===== src/rtl/dma_req_pkg.sv =====
package dma_req_pkg;

    typedef enum logic [2:0] {
        ST_IDLE   = 3'd0,
        ST_OPEN   = 3'd1,
        ST_HELD   = 3'd2,
        ST_XFER   = 3'd3,
        ST_WAITHI = 3'd4
    } acc_state_e;

    typedef struct packed {
        logic en_wr;
        logic stop;
    } ctl_evt_t;

    function automatic ctl_evt_t decode_ctl(input logic wr, input logic en,
                                            input logic sel, input logic xend);
        ctl_evt_t e;
        e.en_wr = wr & en & sel;
        e.stop  = xend | (wr & ~en);
        return e;
    endfunction

endpackage


===== src/rtl/dreq_sync.sv =====
module dreq_sync #(
    parameter int STAGES = 2
) (
    input  logic clk,
    input  logic rst,
    input  logic d,
    output logic q
);
    logic [STAGES-1:0] sh;

    always_ff @(posedge clk) begin
        if (rst) sh <= '1;
        else     sh <= {sh[STAGES-2:0], d};
    end

    assign q = sh[STAGES-1];
endmodule


===== src/rtl/dreq_xfer_stub.sv =====
module dreq_xfer_stub #(
    parameter int REL_CYC = 2,
    parameter int SGL_CYC = 3
) (
    input  logic clk,
    input  logic rst,
    input  logic start,
    input  logic abort,
    output logic ack,
    output logic done
);
    localparam int TOT = REL_CYC + SGL_CYC;
    localparam int CW  = $clog2(TOT + 1);
    localparam logic [CW-1:0] REL_V  = CW'(REL_CYC);
    localparam logic [CW-1:0] LAST_V = CW'(TOT - 1);

    logic          busy;
    logic [CW-1:0] cnt;

    always_ff @(posedge clk) begin
        if (rst || abort) begin
            busy <= 1'b0;
            cnt  <= '0;
        end else if (start) begin
            busy <= 1'b1;
            cnt  <= '0;
        end else if (busy) begin
            if (cnt == LAST_V) begin
                busy <= 1'b0;
                cnt  <= '0;
            end else begin
                cnt <= cnt + 1'b1;
            end
        end
    end

    assign ack  = busy && (cnt >= REL_V);
    assign done = busy && (cnt == LAST_V);
endmodule


===== src/rtl/dreq_accept_fsm.sv =====
module dreq_accept_fsm
    import dma_req_pkg::*;
(
    input  logic     clk,
    input  logic     rst,
    input  logic     pin_s,
    input  ctl_evt_t evt,
    input  logic     act_start,
    input  logic     stub_done,
    output logic     act_go,
    output logic     pending,
    output logic     open_o
);
    acc_state_e st, st_nx;
    logic       hi_seen, hi_nx;

    assign act_go = (st == ST_HELD) && act_start && !evt.stop;

    always_comb begin
        st_nx = st;
        hi_nx = hi_seen;
        if (evt.stop) begin
            st_nx = ST_IDLE;
            hi_nx = 1'b0;
        end else begin
            unique case (st)
                ST_IDLE:   if (evt.en_wr) st_nx = ST_OPEN;
                ST_OPEN:   if (!pin_s)    st_nx = ST_HELD;
                ST_HELD:   if (act_start) begin
                               st_nx = ST_XFER;
                               hi_nx = 1'b0;
                           end
                ST_XFER:   begin
                               if (stub_done) begin
                                   st_nx = (hi_seen || pin_s) ? ST_OPEN : ST_WAITHI;
                                   hi_nx = 1'b0;
                               end else begin
                                   hi_nx = hi_seen | pin_s;
                               end
                           end
                ST_WAITHI: if (pin_s) st_nx = ST_OPEN;
                default:   st_nx = ST_IDLE;
            endcase
        end
    end

    always_ff @(posedge clk) begin
        if (rst) begin
            st      <= ST_IDLE;
            hi_seen <= 1'b0;
        end else begin
            st      <= st_nx;
            hi_seen <= hi_nx;
        end
    end

    assign pending = (st == ST_HELD);
    assign open_o  = (st == ST_OPEN);
endmodule


===== src/rtl/dreq_edge_acceptor.sv =====
module dreq_edge_acceptor
    import dma_req_pkg::*;
#(
    parameter int SYNC_STAGES = 2,
    parameter int REL_CYC     = 2,
    parameter int SGL_CYC     = 3
) (
    input  logic clk,
    input  logic rst,
    input  logic dreq_n,
    input  logic ctl_wr,
    input  logic ctl_en,
    input  logic pin_sel,
    input  logic act_start,
    input  logic xfer_end,
    output logic req_pending,
    output logic accept_open,
    output logic xfer_ack,
    output logic cyc_done
);
    logic     pin_s;
    logic     act_go;
    ctl_evt_t evt;

    assign evt = decode_ctl(ctl_wr, ctl_en, pin_sel, xfer_end);

    dreq_sync #(.STAGES(SYNC_STAGES)) sync_i (
        .clk(clk), .rst(rst), .d(dreq_n), .q(pin_s)
    );

    dreq_accept_fsm fsm_i (
        .clk(clk), .rst(rst), .pin_s(pin_s), .evt(evt),
        .act_start(act_start), .stub_done(cyc_done),
        .act_go(act_go), .pending(req_pending), .open_o(accept_open)
    );

    dreq_xfer_stub #(.REL_CYC(REL_CYC), .SGL_CYC(SGL_CYC)) stub_i (
        .clk(clk), .rst(rst), .start(act_go), .abort(evt.stop),
        .ack(xfer_ack), .done(cyc_done)
    );
endmodule


===== config.mk =====
export PLATFORM = sky130hd
export DESIGN_NAME = dreq_edge_acceptor
export DESIGN_NICKNAME = d
export VERILOG_FILES = /design/src/rtl/dma_req_pkg.sv /design/src/rtl/dreq_sync.sv /design/src/rtl/dreq_xfer_stub.sv /design/src/rtl/dreq_accept_fsm.sv /design/src/rtl/dreq_edge_acceptor.sv
export SDC_FILE = /design/constraint.sdc
export NUM_CORES = 1
export LEC_CHECK = 0
export ABC_AREA = 1
export CORE_AREA = 2 2 39 41
export DETAILED_ROUTE_END_ITERATION = 8
export DIE_AREA = 0 0 41 43
export PLACE_DENSITY = 0.7
export SLEW_MARGIN = 20
export SYNTH_ARGS = -nofsm -noshare
export SYNTH_HDL_FRONTEND = slang
export SYNTH_SLANG_ARGS = --single-unit

===== constraint.sdc =====
create_clock -name clk -period 1.5 [get_ports clk]
set_input_delay 0.225 -clock clk [delete_from_list [all_inputs] [get_ports clk]]
set_output_delay 0.225 -clock clk [all_outputs]
set_load 0.1 [all_outputs]

Yosys cells after proc, flatten, opt, wreduce, memory -nomap -nowiden
Cells that the tools add are included.
{"block": "word_totals", "input_bits": 8, "word_cells": 50, "regBits": 10, "out_inout_bits": 4}
{"block": "op_classes", "n_addsub": 1, "n_mux": 14, "n_reduce_logical": 13, "magnitude_cmp": 1, "n_eq_ne": 10, "bitwise_logic": 6}
{"operator": "3-bit two-way mux", "n": 7}
{"operator": "3-bit one-hot mux with 5 select lines", "n": 1}
{"operator": "2-bit inequality test (second input constant)", "n": 5}
{"operator": "3-bit by 2-bit equality test with 1-bit output (second input constant)", "n": 2}
{"operator": "3-bit equality test (second input constant)", "n": 2}
{"operator": "1-bit two-way mux", "n": 5}
{"operator": "5-bit AND reduction", "n": 1}
{"operator": "1-bit logical AND", "n": 4}
{"operator": "2-bit OR reduction", "n": 2}
{"operator": "3-bit by 1-bit adder with 3-bit output (second input constant)", "n": 1}
{"operator": "1-bit bitwise AND", "n": 3}
{"operator": "3-bit by 1-bit equality test with 1-bit output (second input constant)", "n": 1}
{"operator": "3-bit by 2-bit greater-or-equal comparator with 1-bit output (second input constant)", "n": 1}
{"operator": "3-bit zero test", "n": 1}
{"operator": "1-bit logical OR", "n": 2}
{"operator": "1-bit bitwise OR", "n": 2}
{"operator": "1-bit one-hot mux with 2 select lines", "n": 1}
{"operator": "2-bit AND reduction", "n": 1}
{"operator": "2-bit nonzero test", "n": 1}
{"operator": "1-bit zero test", "n": 1}
{"operator": "1-bit inverter", "n": 1}

Logic depth before layout (Yosys ltp)
Gate-level depths: netlist of the first run.
{"block": "depth", "word_depth": 6, "ltp_mapped": 9, "depth_no_buf": 9}

Hierarchy
Synthesis of the first run repeated with hierarchy kept, for this count alone.
{"block": "unflattened", "hier_cells": 95, "hier_area_um2": 603.1}
{"module": "dreq_accept_fsm", "area_each_um2": 296.5, "cells_each": 49, "n_inst": 1, "seq_area_each_um2": 80.1}
{"module": "dreq_xfer_stub", "area_each_um2": 219.0, "cells_each": 32, "n_inst": 1, "seq_area_each_um2": 80.1}
{"module": "dreq_sync", "area_each_um2": 58.8, "cells_each": 7, "n_inst": 1, "seq_area_each_um2": 40.0}
{"module": "dreq_edge_acceptor", "area_each_um2": 28.8, "cells_each": 7, "n_inst": 1, "seq_area_each_um2": 0.0}

Worst setup path after synthesis of the first run
OpenSTA, ideal clock, no wires.
{"block": "synth_timing", "path_kind": "register to output", "start": "register stub_i.cnt[0]", "end": "output xfer_ack", "path_slack_ns": -0.547, "n_path_buf": 0, "path_stages_with_launch": 5, "required_time_ns": 1.275, "arrival_ns": 1.822, "path_cell_list": "dfxtp_1 inv_1 ha_1 nor3_1 nor2_1"}
{"block": "synth_between", "elab_chain_len": 2}
{"element": "from (decl)", "line_no": "dreq_xfer_stub.sv:18", "source": "logic [CW-1:0] cnt;"}
{"element": "from (signal assigned)", "line_no": "dreq_xfer_stub.sv:32", "source": "cnt <= cnt + 1'b1;"}
{"element": "3-bit by 2-bit greater-or-equal comparator with 1-bit output", "line_no": "dreq_xfer_stub.sv:37", "source": "assign ack = busy && (cnt >= REL_V);"}
{"element": "1-bit logical AND", "line_no": "dreq_xfer_stub.sv:37"}
{"element": "to (decl)", "line_no": "dreq_edge_acceptor.sv:18", "source": "output logic xfer_ack,"}
Every way passes these cells.

Worst setup path in the final report of the first run
{"block": "layout_timing", "start": "register stub_i.busy", "end": "output xfer_ack"}
{"block": "layout_between", "elab_chain_len": 1}
{"element": "from (decl)", "line_no": "dreq_xfer_stub.sv:17", "source": "logic busy;"}
{"element": "from (signal assigned)", "line_no": "dreq_xfer_stub.sv:22", "source": "busy <= 1'b0;"}
{"element": "from (signal assigned)", "line_no": "dreq_xfer_stub.sv:25", "source": "busy <= 1'b1;"}
{"element": "from (signal assigned)", "line_no": "dreq_xfer_stub.sv:29", "source": "busy <= 1'b0;"}
{"element": "1-bit logical AND", "line_no": "dreq_xfer_stub.sv:37"}
Every way passes these cells.

==> results.json, run 1 <==
{
  "finalClockSkew_ns": 0.00597,
  "hold-worst-slack_ns": 0.412,
  "slew_headroom": 0.797,
  "final_nets": 120,
  "vias": 602,
  "seq_area_frac_synth": 0.343,
  "wl_per_cell_microns": 9.99,
  "seq_power_share": 0.445,
  "status": "finished clean",
  "core_area_sq_um": 1380,
  "cts-root-buf": "clkbuf_4",
  "wl_microns": 1240,
  "dp.cells": 117,
  "clock_sinks": 10,
  "p_switching_w": 0.000157,
  "final_common_cell": "nand2_1",
  "intPower_w": 0.000463,
  "min_period_ns": 1.44,
  "grt_pass1_vias": 517,
  "power_density_nw_per_um2": 715,
  "syn-instance-count": 90,
  "syn-num-nets": 101,
  "finalSetupViolations": 0,
  "hold_path.class": "reg -> reg",
  "comb_power_share": 0.169,
  "grt_pass1_wl_microns": 2000,
  "synth_area_leader_cell": "dfxtp_1",
  "power_frac_clock": 0.386,
  "worstHoldStart": "sync_i.sh[0]$_SDFF_PP1_",
  "hold_buffers": 0,
  "port_buffers": 11,
  "yosys.area.top_type_share": 0.343,
  "final_area_sq_um": 866,
  "nFillCells": 128,
  "grt_max_degree": 9,
  "n_antenna_cell": 0,
  "dieArea_sq_um": 1760,
  "leakagePower_nw": 0.361,
  "r2r_start": "stub_i.cnt[1]$_SDFFE_PP0P_",
  "worstSetupStartpoint": "stub_i.busy$_SDFF_PP0_",
  "stdcell_count": 124,
  "mostFrequentLayoutCells": "20 x nand2_1, 16 x nor2_1, 10 x inv_1",
  "drt_iter0_drc": 8,
  "io_pins": 12,
  "cts_buffers": 3,
  "arrival_ns": 1.22,
  "drv_slew": 0,
  "synth_seq_cells": 10,
  "row_count": 14,
  "critPathCaptureType": "primary output",
  "clock_latency_ns": 0.26,
  "ys_warn_count": 0,
  "syn_avg_cell_area_sq_um": 6.49,
  "clk_path_buf_depth": 2,
  "hpwl_microns": 929,
  "clock.fmax_mhz": 693,
  "tritoncts": "yes",
  "drc": 0,
  "vias_per_cell": 4.85,
  "synth.distinct_cells": 18,
  "criticalPathCategory": "reg -> out",
  "p_sw_frac": 0.253,
  "synth_area_leaders": "dfxtp_1 34%, nand2_1 13%, nor2_1 11%",
  "post_route_cells_drive_above_1_share": 0.269,
  "synth.cell_area_sq_um": 584,
  "hold_viol": 0,
  "place_area_sq_um": 768,
  "required_ns": 1.27,
  "worst_pin_slew_ns": 0.303,
  "die_w_microns": 41,
  "postRouteAntennaNets": 0,
  "antenna_found_initial": 0,
  "crit_fanout": 8,
  "cap_violations": 0,
  "die_h_microns": 43,
  "finalWeightedCongestion": 0.939,
  "htree_levels": 1,
  "overflow": 0,
  "drt_pass1_iterations": 4,
  "irDropWorstVdd_mv": 0.464,
  "cp-start-kind": "flip-flop",
  "syn2layout_area_growth_pct": 48.2,
  "grt_use_total": 0.160,
  "start_util": 0.422,
  "path_clk_slew_ns": 0.07,
  "fin_crit_sh": 0.962
}
-- Yosys cell counts --
cell type / number
nand2_1: 20
nor2_1: 17
inv_1: 13
dfxtp_1: 10
a21oi_1: 6
nand3_1: 6
ha_1: 3
nand2_2: 2
nand4_1: 2
nor3_1: 2
or2_2: 2
and3_1: 1
clkbuf_2: 1
inv_2: 1
nand3_2: 1
nor2_2: 1
nor4_2: 1
o21bai_1: 1
-- registers in the layout (all words and copies together) (netlist names) --
name	count
fsm_i.st	3
stub_i.busy	1
sync_i.sh	2
stub_i.cnt	3
fsm_i.hi_seen	1
-- stage by stage --
step,total power [W],utilization,TNS [ns],worst slack [ns]
after floorplan,0.000345,-,0,0.00949
after global placement,0.000387,0.555,0,0.0971
after detailed placement,0.000388,0.555,0,0.0725
after CTS,0.000624,0.613,0,0.00358
after global routing,0.000650,0.626,-0.00175,-0.00175
final,0.000619,0.626,0,0.0570
-- per-layer routing --
| metal | share of wire | track usage |
|---|---|---|
| met1 | 0.48 | 0.237 |
| met2 | 0.47 | 0.222 |
| met3 | 0.044 | 0.0471 |
| met4 | 0.010 | 0.0400 |
| met5 | 0 | 0 |
-- kinds of logic after synthesis --
group,after synthesis,share of synthesized area
flops,10,0.343
fa+ha+maj,3,0.0642
compound gates,7,0.0642
simple gates,55,0.430
buf+inv,15,0.0985
-- worst max-delay path, cell delays in order (launching register included) --
cell and delay, ns:
dfxtp_1 0.50, inv_1 0.14, nor2_4 0.14, buf_12 0.18
-- repair_timing --
item / in CTS / in global routing
pin swaps: 2 / 2
buffers inserted: 3 / 0
resized for setup: 7 / 4
setup endpoints to repair: 2 / 2
endpoints found under the hold margin: 0 / 0
-- power groups by stage --
stage | registers, W | logic, W | clock network, W
global route | 0.000277 | 0.000116 | 0.000257
floorplan | 0.000282 | 0.0000637 | 0
global placement | 0.000283 | 0.000104 | 0
CTS | 0.000275 | 0.000105 | 0.000244
detailed placement | 0.000284 | 0.000104 | 0
finish | 0.000276 | 0.000104 | 0.000239
-- cell type report --
class	instances	area, sq um	share of cell area
sequential	10	205	0.237
multi-input combinational	65	368	0.425
timing repair buffer	15	180	0.208
inverter	14	56.3	0.0650
clock buffer	4	36.3	0.0419
tap	16	20.0	0.0231
-- path summary, 6_finish.rpt --
kind,slack (ns),cells past startpoint,to
worst min-delay path,0.41,1,sync_i.sh[1]$_SDFF_PP1_
worst max-delay path,0.06,3,xfer_ack
worst max register to register,0.18,9,fsm_i.st[1]$_SDFFE_PP0P_
worst min register to register,0.41,1,sync_i.sh[1]$_SDFF_PP1_
No activity file was read; power rests on OpenSTA's default activity.
==> run 2, diff against run 1 <==
Settings changed: SETUP_SLACK_MARGIN set to 0.5, SKIP_CTS_REPAIR_TIMING set to 1, SLEW_MARGIN 20 to unset.
==> results.json, run 2 (synthesis results as in run 1) <==
{
  "cts_buffers": 3,
  "die_h_microns": 43,
  "overflow": 0,
  "utilization": 0.780,
  "clk_path_buf_depth": 2,
  "io_pins": 12,
  "n_antenna_cell": 0,
  "grt_use_met3": 0.0314,
  "htree_levels": 1,
  "core_area_sq_um": 1380,
  "hold_path.class": "in -> reg",
  "use_met2": 0.331,
  "place_area_sq_um": 826,
  "finalSetupViolations": 0,
  "wl_microns": 1650,
  "arrival_ns": 1.26,
  "fin_crit_sh": 0.993,
  "stdcell_count": 131,
  "cap_violations": 0,
  "clock_sinks": 10,
  "cp-start-kind": "flip-flop",
  "post_route_cells_drive_above_1_share": 0.504,
  "syn2layout_area_growth_pct": 84.8,
  "top_regs": "fsm_i.st (3), stub_i.cnt (3), sync_i.sh (2)",
  "postRouteAntennaNets": 0,
  "grt_util_met1": 0.156,
  "rsz0062_at_grt": "yes",
  "drc": 0,
  "dp.cells": 117,
  "grt_pass1_vias": 582,
  "grt_use_total": 0.176,
  "worst_pin_slew_ns": 0.306,
  "vias": 654,
  "cts-root-buf": "clkbuf_4",
  "wl_per_cell_microns": 12.6,
  "irDropWorstVdd_mv": 0.503,
  "min_period_ns": 1.49,
  "port_buffers": 11,
  "hpwl_microns": 1010,
  "criticalPathCategory": "reg -> out",
  "power_density_nw_per_um2": 559,
  "final_nets": 128,
  "tritoncts": "yes",
  "drt_pass1_iterations": 4,
  "vias_per_cell": 4.99,
  "grt_pass1_wl_microns": 2100,
  "finalClockSkew_ns": 0.00729,
  "status": "finished clean",
  "clock.fmax_mhz": 671,
  "busiest_layer": "met2",
  "die_w_microns": 41,
  "mostFrequentLayoutCells": "15 x nand2_1, 14 x nor2_1, 7 x buf_4",
  "start_util": 0.422,
  "drv_slew": 0,
  "critPathCaptureType": "primary output",
  "required_ns": 1.27,
  "final_common_cell": "nand2_1",
  "hold_viol": 0,
  "crit_fanout": 3,
  "path_clk_slew_ns": 0.06,
  "dieArea_sq_um": 1760,
  "row_count": 14,
  "antenna_found_initial": 0,
  "final_area_sq_um": 1080,
  "drt_iter0_drc": 6,
  "leakagePower_nw": 0.438,
  "finalWeightedCongestion": 0.706,
  "grt_max_degree": 9,
  "slew_headroom": 0.795,
  "clock_latency_ns": 0.27
}
run 2: cell count changes in the layout (fill, tap and decap cells not counted), sizes merged:
| cell | before | now |
|---|---|---|
| dlymetal6s2s | 0 | 3 |
| clkinvlp | 1 | 2 |
| clkbuf | 4 | 3 |
| inv | 13 | 12 |
| clkdlybuf4s50 | 7 | 4 |
| buf | 8 | 16 |
run 2: path summary, 6_finish.rpt:
check / slack [ns] / start / to / depth (start not counted)
min reg2reg: 0.42 / sync_i.sh[0]$_SDFF_PP1_ / sync_i.sh[1]$_SDFF_PP1_ / 1
max: 0.01 / stub_i.cnt[0]$_SDFFE_PP0P_ / xfer_ack / 5
min: 0.37 / xfer_end / stub_i.cnt[0]$_SDFFE_PP0P_ / 5
max reg2reg: 0.11 / stub_i.cnt[1]$_SDFFE_PP0P_ / fsm_i.st[2]$_SDFFE_PP0P_ / 11
run 2: through the flow:
step	setup TNS [ns]	power (W)	worst slack [ns]	hold WS, ns
5_1_grt	-0.0339	0.000634	-0.0339	0.404
3_5_place_dp	0	0.000398	0.0557	0.402
2_1_floorplan	0	0.000353	0.119	0.329
3_3_place_gp	0	0.000395	0.109	0.393
4_1_cts	-0.0853	0.000575	-0.0853	0.418
6_report	0	0.000604	0.0102	0.375
run 2: worst max-delay path: stages, from the launching register on:
cell     delay [ns]
dfxtp_2        0.36
inv_4          0.06
ha_4           0.16
nor3_4         0.20
nor2_4         0.05
buf_12         0.16
run 2: power breakdown:
part           internal (W)  leakage [nW]  total [W]  switching, W
combinational     0.0000647         0.340   0.000145     0.0000803
clock             0.0000926        0.0138   0.000182     0.0000895
sequential         0.000267        0.0848   0.000277     0.0000100
total              0.000424         0.438   0.000604      0.000180
run 2: metal layers:
layer / up-vias / routed length (microns)
li1: 333 / -
met1: 305 / 583
met2: 10 / 985
met3: 6 / 41
met4: 0 / 38
met5: - / 0
run 2: layout make-up:
| class | count | area, sq um |
|---|---|---|
| clock buffers | 3 | 22.5 |
| fillers | 91 | 304 |
| inverters | 14 | 77.6 |
| multi-input cells | 65 | 477 |
| flip-flops and latches | 10 | 216 |
| well taps | 16 | 20.0 |
| repair buffers | 23 | 267 |
